File: config.mk
export PLATFORM = sky130hd
export DESIGN_NAME = rtc_chain
export DESIGN_NICKNAME = d
export VERILOG_FILES = /design/src/rtl/rtc_pkg.sv /design/src/rtl/rtc_prescaler.sv /design/src/rtl/rtc_wrap_counter.sv /design/src/rtl/rtc_ctrl_flag.sv /design/src/rtl/rtc_chain.sv
export SDC_FILE = /design/constraint.sdc
export NUM_CORES = 1
export LEC_CHECK = 0
export ABC_AREA = 1
export BUFFER_PORTS_ARGS = -buffer_cell sky130_fd_sc_hd__buf_2
export CORE_MARGIN = 8
export CORE_UTILIZATION = 60
export DETAILED_ROUTE_END_ITERATION = 16
export PLACE_DENSITY = 0.77
export REMOVE_ABC_BUFFERS = 1
export SLEW_MARGIN = 20
export SYNTH_ARGS = -nofsm -noshare
export SYNTH_HDL_FRONTEND = slang
export SYNTH_SLANG_ARGS = --single-unit
File: constraint.sdc
create_clock -name clk -period 2.03 [get_ports clk]
set_input_delay 0.609 -clock clk [delete_from_list [all_inputs] [get_ports clk]]
set_output_delay 0.609 -clock clk [all_outputs]
set_load 0.03 [all_outputs]
File: src/rtl/rtc_pkg.sv
package rtc_pkg;
  localparam int unsigned STAGES = 4;

  typedef enum logic [2:0] {
    ADR_CTRL = 3'd0,
    ADR_SUB  = 3'd1,
    ADR_SEC  = 3'd2,
    ADR_MIN  = 3'd3,
    ADR_HOUR = 3'd4
  } rtc_addr_e;

  localparam int unsigned CTRL_MODE_BIT = 0;
  localparam int unsigned CTRL_FLAG_BIT = 1;
endpackage

File: src/rtl/rtc_prescaler.sv
module rtc_prescaler #(
  parameter int unsigned DIV_W = 8
) (
  input  logic clk,
  input  logic clr,
  input  logic en,
  output logic tick
);
  logic [DIV_W-1:0] phase_q;

  always_ff @(posedge clk) begin
    if (clr)     phase_q <= '0;
    else if (en) phase_q <= phase_q + 1'b1;
  end

  // One-cycle step on the last phase of each enabled period
  assign tick = en && (&phase_q);
endmodule

File: src/rtl/rtc_wrap_counter.sv
module rtc_wrap_counter #(
  parameter int unsigned W = 8
) (
  input  logic         clk,
  input  logic         por,
  input  logic         step,
  input  logic [W-1:0] last,
  input  logic         wr,
  input  logic [W-1:0] wr_val,
  output logic [W-1:0] val,
  output logic         at_last
);
  // Values written above the limit also wrap on their next step
  assign at_last = (val >= last);

  always_ff @(posedge clk) begin
    if (por)       val <= '0;
    else if (wr)   val <= wr_val;
    else if (step) val <= at_last ? '0 : val + 1'b1;
  end
endmodule

File: src/rtl/rtc_ctrl_flag.sv
module rtc_ctrl_flag (
  input  logic clk,
  input  logic por,
  input  logic warm_rst,
  input  logic wr_ctrl,
  input  logic wr_mode,
  input  logic wr_flag,
  input  logic set_flag,
  output logic hour_mode,
  output logic flag
);
  // The hour mode is kept through a warm reset
  always_ff @(posedge clk) begin
    if (por)          hour_mode <= 1'b0;
    else if (wr_ctrl) hour_mode <= wr_mode;
  end

  // A hardware set wins over a software clear in the same cycle
  always_ff @(posedge clk) begin
    if (por || warm_rst)          flag <= 1'b0;
    else if (set_flag)            flag <= 1'b1;
    else if (wr_ctrl && !wr_flag) flag <= 1'b0;
  end
endmodule

File: src/rtl/rtc_chain.sv
module rtc_chain
  import rtc_pkg::*;
#(
  parameter int unsigned DIV_W     = 8,
  parameter int unsigned CW        = 8,
  parameter int unsigned AW        = 3,
  parameter int unsigned SUB_LAST  = 127,
  parameter int unsigned SEC_LAST  = 59,
  parameter int unsigned MIN_LAST  = 59,
  parameter int unsigned H24_LAST  = 23,
  parameter int unsigned H256_LAST = 255
) (
  input  logic          clk,
  input  logic          por,
  input  logic          warm_rst,
  input  logic          rtc_en,
  input  logic          wr_en,
  input  logic [AW-1:0] addr,
  input  logic [CW-1:0] wr_data,
  output logic [CW-1:0] rd_data,
  output logic          irq_midnight
);
  localparam int unsigned NS = STAGES;

  logic                   tick;
  logic                   hour_mode;
  logic                   flag;
  logic                   chain_wrap;
  logic                   wr_ctrl;
  logic [NS-1:0]          stage_step;
  logic [NS-1:0]          stage_at_last;
  logic [NS-1:0]          stage_wr;
  logic [NS-1:0][CW-1:0]  stage_last;
  logic [NS-1:0][CW-1:0]  stage_val;

  rtc_prescaler #(.DIV_W(DIV_W)) u_pre (
    .clk  (clk),
    .clr  (por || warm_rst),
    .en   (rtc_en),
    .tick (tick)
  );

  always_comb begin
    stage_last[0] = CW'(SUB_LAST);
    stage_last[1] = CW'(SEC_LAST);
    stage_last[2] = CW'(MIN_LAST);
    stage_last[3] = hour_mode ? CW'(H24_LAST) : CW'(H256_LAST);
  end

  // Each stage steps when the tick has carried through every lower stage
  always_comb begin
    logic carry;
    carry = tick && !warm_rst;
    for (int i = 0; i < NS; i++) begin
      stage_step[i] = carry;
      carry = carry && stage_at_last[i];
    end
    chain_wrap = carry;
  end

  for (genvar g = 0; g < NS; g++) begin : g_stage
    assign stage_wr[g] = wr_en && (addr == AW'(g + 1));

    rtc_wrap_counter #(.W(CW)) u_cnt (
      .clk     (clk),
      .por     (por),
      .step    (stage_step[g]),
      .last    (stage_last[g]),
      .wr      (stage_wr[g]),
      .wr_val  (wr_data),
      .val     (stage_val[g]),
      .at_last (stage_at_last[g])
    );
  end

  assign wr_ctrl = wr_en && (addr == AW'(ADR_CTRL));

  rtc_ctrl_flag u_ctrl (
    .clk       (clk),
    .por       (por),
    .warm_rst  (warm_rst),
    .wr_ctrl   (wr_ctrl),
    .wr_mode   (wr_data[CTRL_MODE_BIT]),
    .wr_flag   (wr_data[CTRL_FLAG_BIT]),
    .set_flag  (chain_wrap),
    .hour_mode (hour_mode),
    .flag      (flag)
  );

  always_ff @(posedge clk) begin
    if (por || warm_rst) begin
      rd_data <= '0;
    end else begin
      case (addr)
        AW'(ADR_CTRL): begin
          rd_data                <= '0;
          rd_data[CTRL_MODE_BIT] <= hour_mode;
          rd_data[CTRL_FLAG_BIT] <= flag;
        end
        AW'(ADR_SUB):  rd_data <= stage_val[0];
        AW'(ADR_SEC):  rd_data <= stage_val[1];
        AW'(ADR_MIN):  rd_data <= stage_val[2];
        AW'(ADR_HOUR): rd_data <= stage_val[3];
        default:       rd_data <= '0;
      endcase
    end
  end

  assign irq_midnight = flag;
endmodule

# [Word level (Yosys, flattened, before mapping)]
# Cells that the tools add are included.
[totals] elab_cells=59 in_bits=16 regBits=50
[op_classes] order_cmp=4 eq_ne=4 add_sub_neg=5 mux=16 reduce_logical=22
[op_table] cell="8-bit two-way mux" count=13
[op_table] cell="8-bit by 1-bit adder with 8-bit output (second input constant)" count=5
[op_table] cell="8-bit case mux with 5 select lines" count=1
[op_table] cell="8-bit by 6-bit >= comparator with 1-bit output (second input constant)" count=2
[op_table] cell="1-bit logical AND" count=12
[op_table] cell="2-bit nonzero test" count=5
[op_table] cell="8-bit by 7-bit >= comparator with 1-bit output (second input constant)" count=1
[op_table] cell="8-bit >= comparator" count=1
[op_table] cell="8-bit AND reduction" count=1
[op_table] cell="3-bit by 2-bit equality test with 1-bit output (second input constant)" count=2
[op_table] cell="3-bit by 1-bit equality test with 1-bit output (second input constant)" count=1
[op_table] cell="3-bit equality test (second input constant)" count=1
[op_table] cell="3-bit zero test" count=1
[op_table] cell="1-bit zero test" count=2
[op_table] cell="1-bit two-way mux" count=2
[op_table] cell="1-bit logical OR" count=1

# [Logic depth before layout (Yosys ltp)]
[depth] depth_word=8 ltp_mapped=11 ltp_nobuf=11

# [Hierarchy]
# Synthesis repeated with hierarchy kept, for this count alone.
[unflattened] hier_cells=598 hier_area_um2=4017.6
[modules_own_cells] module="rtc_wrap_counter" area_per_inst_um2=721.9 seq_area_each_um2=160.2 cells_each=108 instances=4
[modules_own_cells] module="rtc_chain" area_per_inst_um2=691.9 seq_area_each_um2=160.2 cells_each=104 instances=1
[modules_own_cells] module="rtc_prescaler" area_per_inst_um2=351.6 seq_area_each_um2=160.2 cells_each=50 instances=1
[modules_own_cells] module="rtc_ctrl_flag" area_per_inst_um2=86.3 seq_area_each_um2=40.0 cells_each=12 instances=1

# [Worst setup path before layout]
# Ideal clock, no wire load.
[synth_timing] kind="in2reg" start="in rtc_en" end="reg g_stage[3].u_cnt.val[0]" setup_time_ps=115 setup_slack_ps=400 arrival_ps=1515 n_path_buf=2 required_ps=1915 cell_stages=9 cell_sequence="buf_4 -> nand2_2 -> nor2_2 -> nand2_2 -> nor2_8 -> nand4_4 -> buf_6 -> a21oi_1 -> nor2_1"
[synth_between] elab_chain_cells=6
[synth_lines] item="from (decl)" line_no="rtc_chain.sv:16" rtl="input logic rtc_en,"
[synth_lines] item="1-bit logical AND" line_no="rtc_prescaler.sv:17" rtl="assign tick = en && (&phase_q);"
[synth_lines] item="1-bit logical AND" line_no="rtc_chain.sv:53" rtl="carry = tick && !warm_rst;"
[synth_lines] item="1-bit logical AND (3 in a row)" line_no="rtc_chain.sv:56" rtl="carry = carry && stage_at_last[i];"
[synth_lines] item="2-bit nonzero test (no line)"
[synth_lines] item="to (signal assigned)" line_no="rtc_wrap_counter.sv:18" rtl="else if (wr) val <= wr_val;"
[synth_lines] item="to (signal assigned)" line_no="rtc_wrap_counter.sv:19" rtl="else if (step) val <= at_last ? '0 : val + 1'b1;"
[synth_lines] item="to (decl)" line_no="rtc_wrap_counter.sv:10" rtl="output logic [W-1:0] val,"
# No other way between the ends.
# A chain may end at the register's enable or synchronous reset.

# [Final worst setup path]
[layout_timing] start="reg u_pre.phase_q[0]" end="reg g_stage[3].u_cnt.val[6]"
[layout_between] elab_chain_cells=7
[layout_lines] item="from (decl)" line_no="rtc_prescaler.sv:9" rtl="logic [DIV_W-1:0] phase_q;"
[layout_lines] item="from (signal assigned)" line_no="rtc_prescaler.sv:13" rtl="else if (en) phase_q <= phase_q + 1'b1;"
[layout_lines] item="8-bit AND reduction" line_no="rtc_prescaler.sv:17"
[layout_lines] item="1-bit logical AND" line_no="rtc_prescaler.sv:17"
[layout_lines] item="1-bit logical AND" line_no="rtc_chain.sv:53"
[layout_lines] item="1-bit logical AND (3 in a row)" line_no="rtc_chain.sv:56"
[layout_lines] item="2-bit nonzero test (no line)"
# No other way between the ends.

==> metrics.cfg <==
[status]
outcome=finished, final reports clean

[critical_path]
required_ns=2.25
cp-end-kind=flip-flop
slowest_delay_ns=0.37
critical_path_buf_inv_count=1
cp-start-kind=flip-flop
crit_fanout=14
critical_path_class=reg -> reg
cp_data_arrival_time_ns=1.91
cpLargestDelayFamily=simple AND/OR/NAND/NOR gates
slowest_stage=dfxtp_1
cp_common_cell=nand2_1
crit_path_cell_trace=ha_1, nand4_2, nor2_8, nand4_4, nand2_1, nand2_1, inv_1, nor2_2

[timing]
worst_slack_ns=0.334
setup_viol=0
maxSlewViolCount=0
rsz0062_at_grt=false
fmax_mhz=590
hold_viol=0
layout_min_cycle_time_ns=1.70
timing.final.crit_share=0.835
maxSlewHeadroom=0.749
finalClockSkew_ns=0.0104
setup_tns_ns=0
worst_pin_slew_ns=0.374

[routing]
wl_per_cell_um=14.2
vias_per_cell=5.56
drt_wl_total_um=8190
detail_route.first_pass.iterations=5
remaining_drc_errors=0
vias=3195
drt_iter0_markers=235
ant_nets=0

[cells_and_area]
multiInputGateArea_mm2=0.00186
finish.instance_area_mm2=0.00351
fill_cells=477
post-route-util=0.687
final_net_count=529
layout_commonest_cell=nand2_1
num_antenna_cells=0
layout_common_cells=nand2_1 (114), nor2_1 (58), inv_1 (57)
drive_above_1_share=0.150
layout-area-overhead-vs-synth_pct=10.7
seqCellArea_mm2=0.00100

[cts]
clk_latency_ns=0.31
cts_resized=0
cts_tree=yes
htreeDepth=2
cts.path.max_buffers=2
path_clk_slew_ns=0.10
numCtsBuffers=5
cts_hold_buf=0
cts_sinks=50
post_cts_buffers=0
cts_root_buf=clkbuf_8

[placed_design]
routabilityCongestion=0.934
portBuffers=24
dp_hpwl_um=6300
postPlaceCellArea_mm2=0.00337
post-place-ws_ns=0.166

[die]
start_util=0.621
die_area_mm2=0.00787
core_area_mm2=0.00511
row_count=26
dieHeight_um=88.7
pin_count=25
die_x_um=88.7

[global_route]
grt_usage=0.217
use_met3=0.0362
grt_pass1_vias=2809
grt_use_met1=0.272
top_usage_layer=met2
met2_usage=0.365
grt_start_max_net_pins=24
antenna_found_initial=0
globalRoute.totalOverflow=0
grt_pass1_wl_um=13300

[run]
maxCapViolCount=0

[yosys]
synth_area_per_cell_um2=6.68
yosysUniqueCellTypes=32
ys_ff_latch=50
async_flop_share=0
yosys_warnings=0
syn_inst=475
yosysSeqAreaShare=0.316
synth_ff_type=dfxtp_1
synth_area_mm2=0.00317
synth-edff-count=0

[min_path]
hold_path.class=reg -> reg

[pwr]
peakVddDrop_v=0.000386
leakage_nw=1.56
power_density_mw_per_mm2=585

[registers in the layout, indices dropped and copies added (netlist names)]
register,cells
u_ctrl.hour_mode,1
g_stage.u_cnt.val,32
u_ctrl.flag,1
rd_data,8
u_pre.phase_q,8
[cells in the mapped netlist (3+ instances only)]
master    number  area (um^2)
nand2_1      114          428
nor2_1        58          218
inv_1         57          214
dfxtp_1       50         1000
a21oi_1       37          185
nand3_1       37          185
o21ai_0       27          135
o22ai_1       15         93.8
ha_1           9          113
nand3_2        9         90.1
xor2_1         7         61.3
inv_2          6         22.5
a31oi_1        5         31.3
nand2_2        5         31.3
nor3_1         5         25.0
clkbuf_1       4         15.0
nand3_4        4         70.1
nor2_2         4         25.0
buf_6          3         33.8
[logic make-up (layout without fill, tap and decap cells)]
family | count (synthesis) | after routing | synth area share
xor+xnor | 8 | 8 | 0.0221
buf+inv | 74 | 104 | 0.0966
compound gates | 87 | 87 | 0.148
simple gates | 247 | 247 | 0.382
flops | 50 | 50 | 0.316
fa+ha+maj | 9 | 9 | 0.0355
[tightest hold or removal path, delay by kind of cell, from the launching register on]
family	cells	cell delay, ns
and+or+nand+nor	1	0.07
DFF	1	0.34
AOI/OAI and AO/OA	1	0.05
[final cells by class]
cell class,instances,share of cell area
clock buffers,5,0.0196
well taps,70,0.0249
clock inverters,3,0.0196
flip-flops and latches,50,0.285
repair buffers,32,0.0513
inverters,64,0.0684
multi-input cells,351,0.531
[layer usage]
layer | up-vias | routed length, um
met2 | 108 | 3970
met3 | 19 | 454
met4 | 0 | 169
li1 | 1612 | -
met1 | 1456 | 3600
met5 | - | 0
[final timing paths]
kind | start | to | slack [ns] | depth (start not counted)
min reg2reg | g_stage[2].u_cnt.val[6] | g_stage[2].u_cnt.val[6] | 0.49 | 2
max | u_pre.phase_q[0] | g_stage[3].u_cnt.val[6] | 0.33 | 8
max reg2reg | u_pre.phase_q[0] | g_stage[3].u_cnt.val[6] | 0.33 | 8
min | g_stage[2].u_cnt.val[6] | g_stage[2].u_cnt.val[6] | 0.49 | 2
[power by group]
part | switching [mW] | internal (mW)
clock network | 0.344 | 0.494
registers | 0.0168 | 0.996
logic | 0.139 | 0.0642
[metrics by stage]
| step | total power [mW] | hold WS, ns | instances |
|---|---|---|---|
| 3_5_place_dp | 1.23 | 0.483 | 567 |
| 3_3_place_gp | 1.23 | 0.470 | 567 |
| 2_1_floorplan | 1.15 | 0.446 | 465 |
| 4_1_cts | 2.06 | 0.496 | 575 |
| 5_1_grt | 2.13 | 0.508 | 575 |
| 6_report | 2.05 | 0.494 | 575 |
Power figures use the tool's default switching activity.
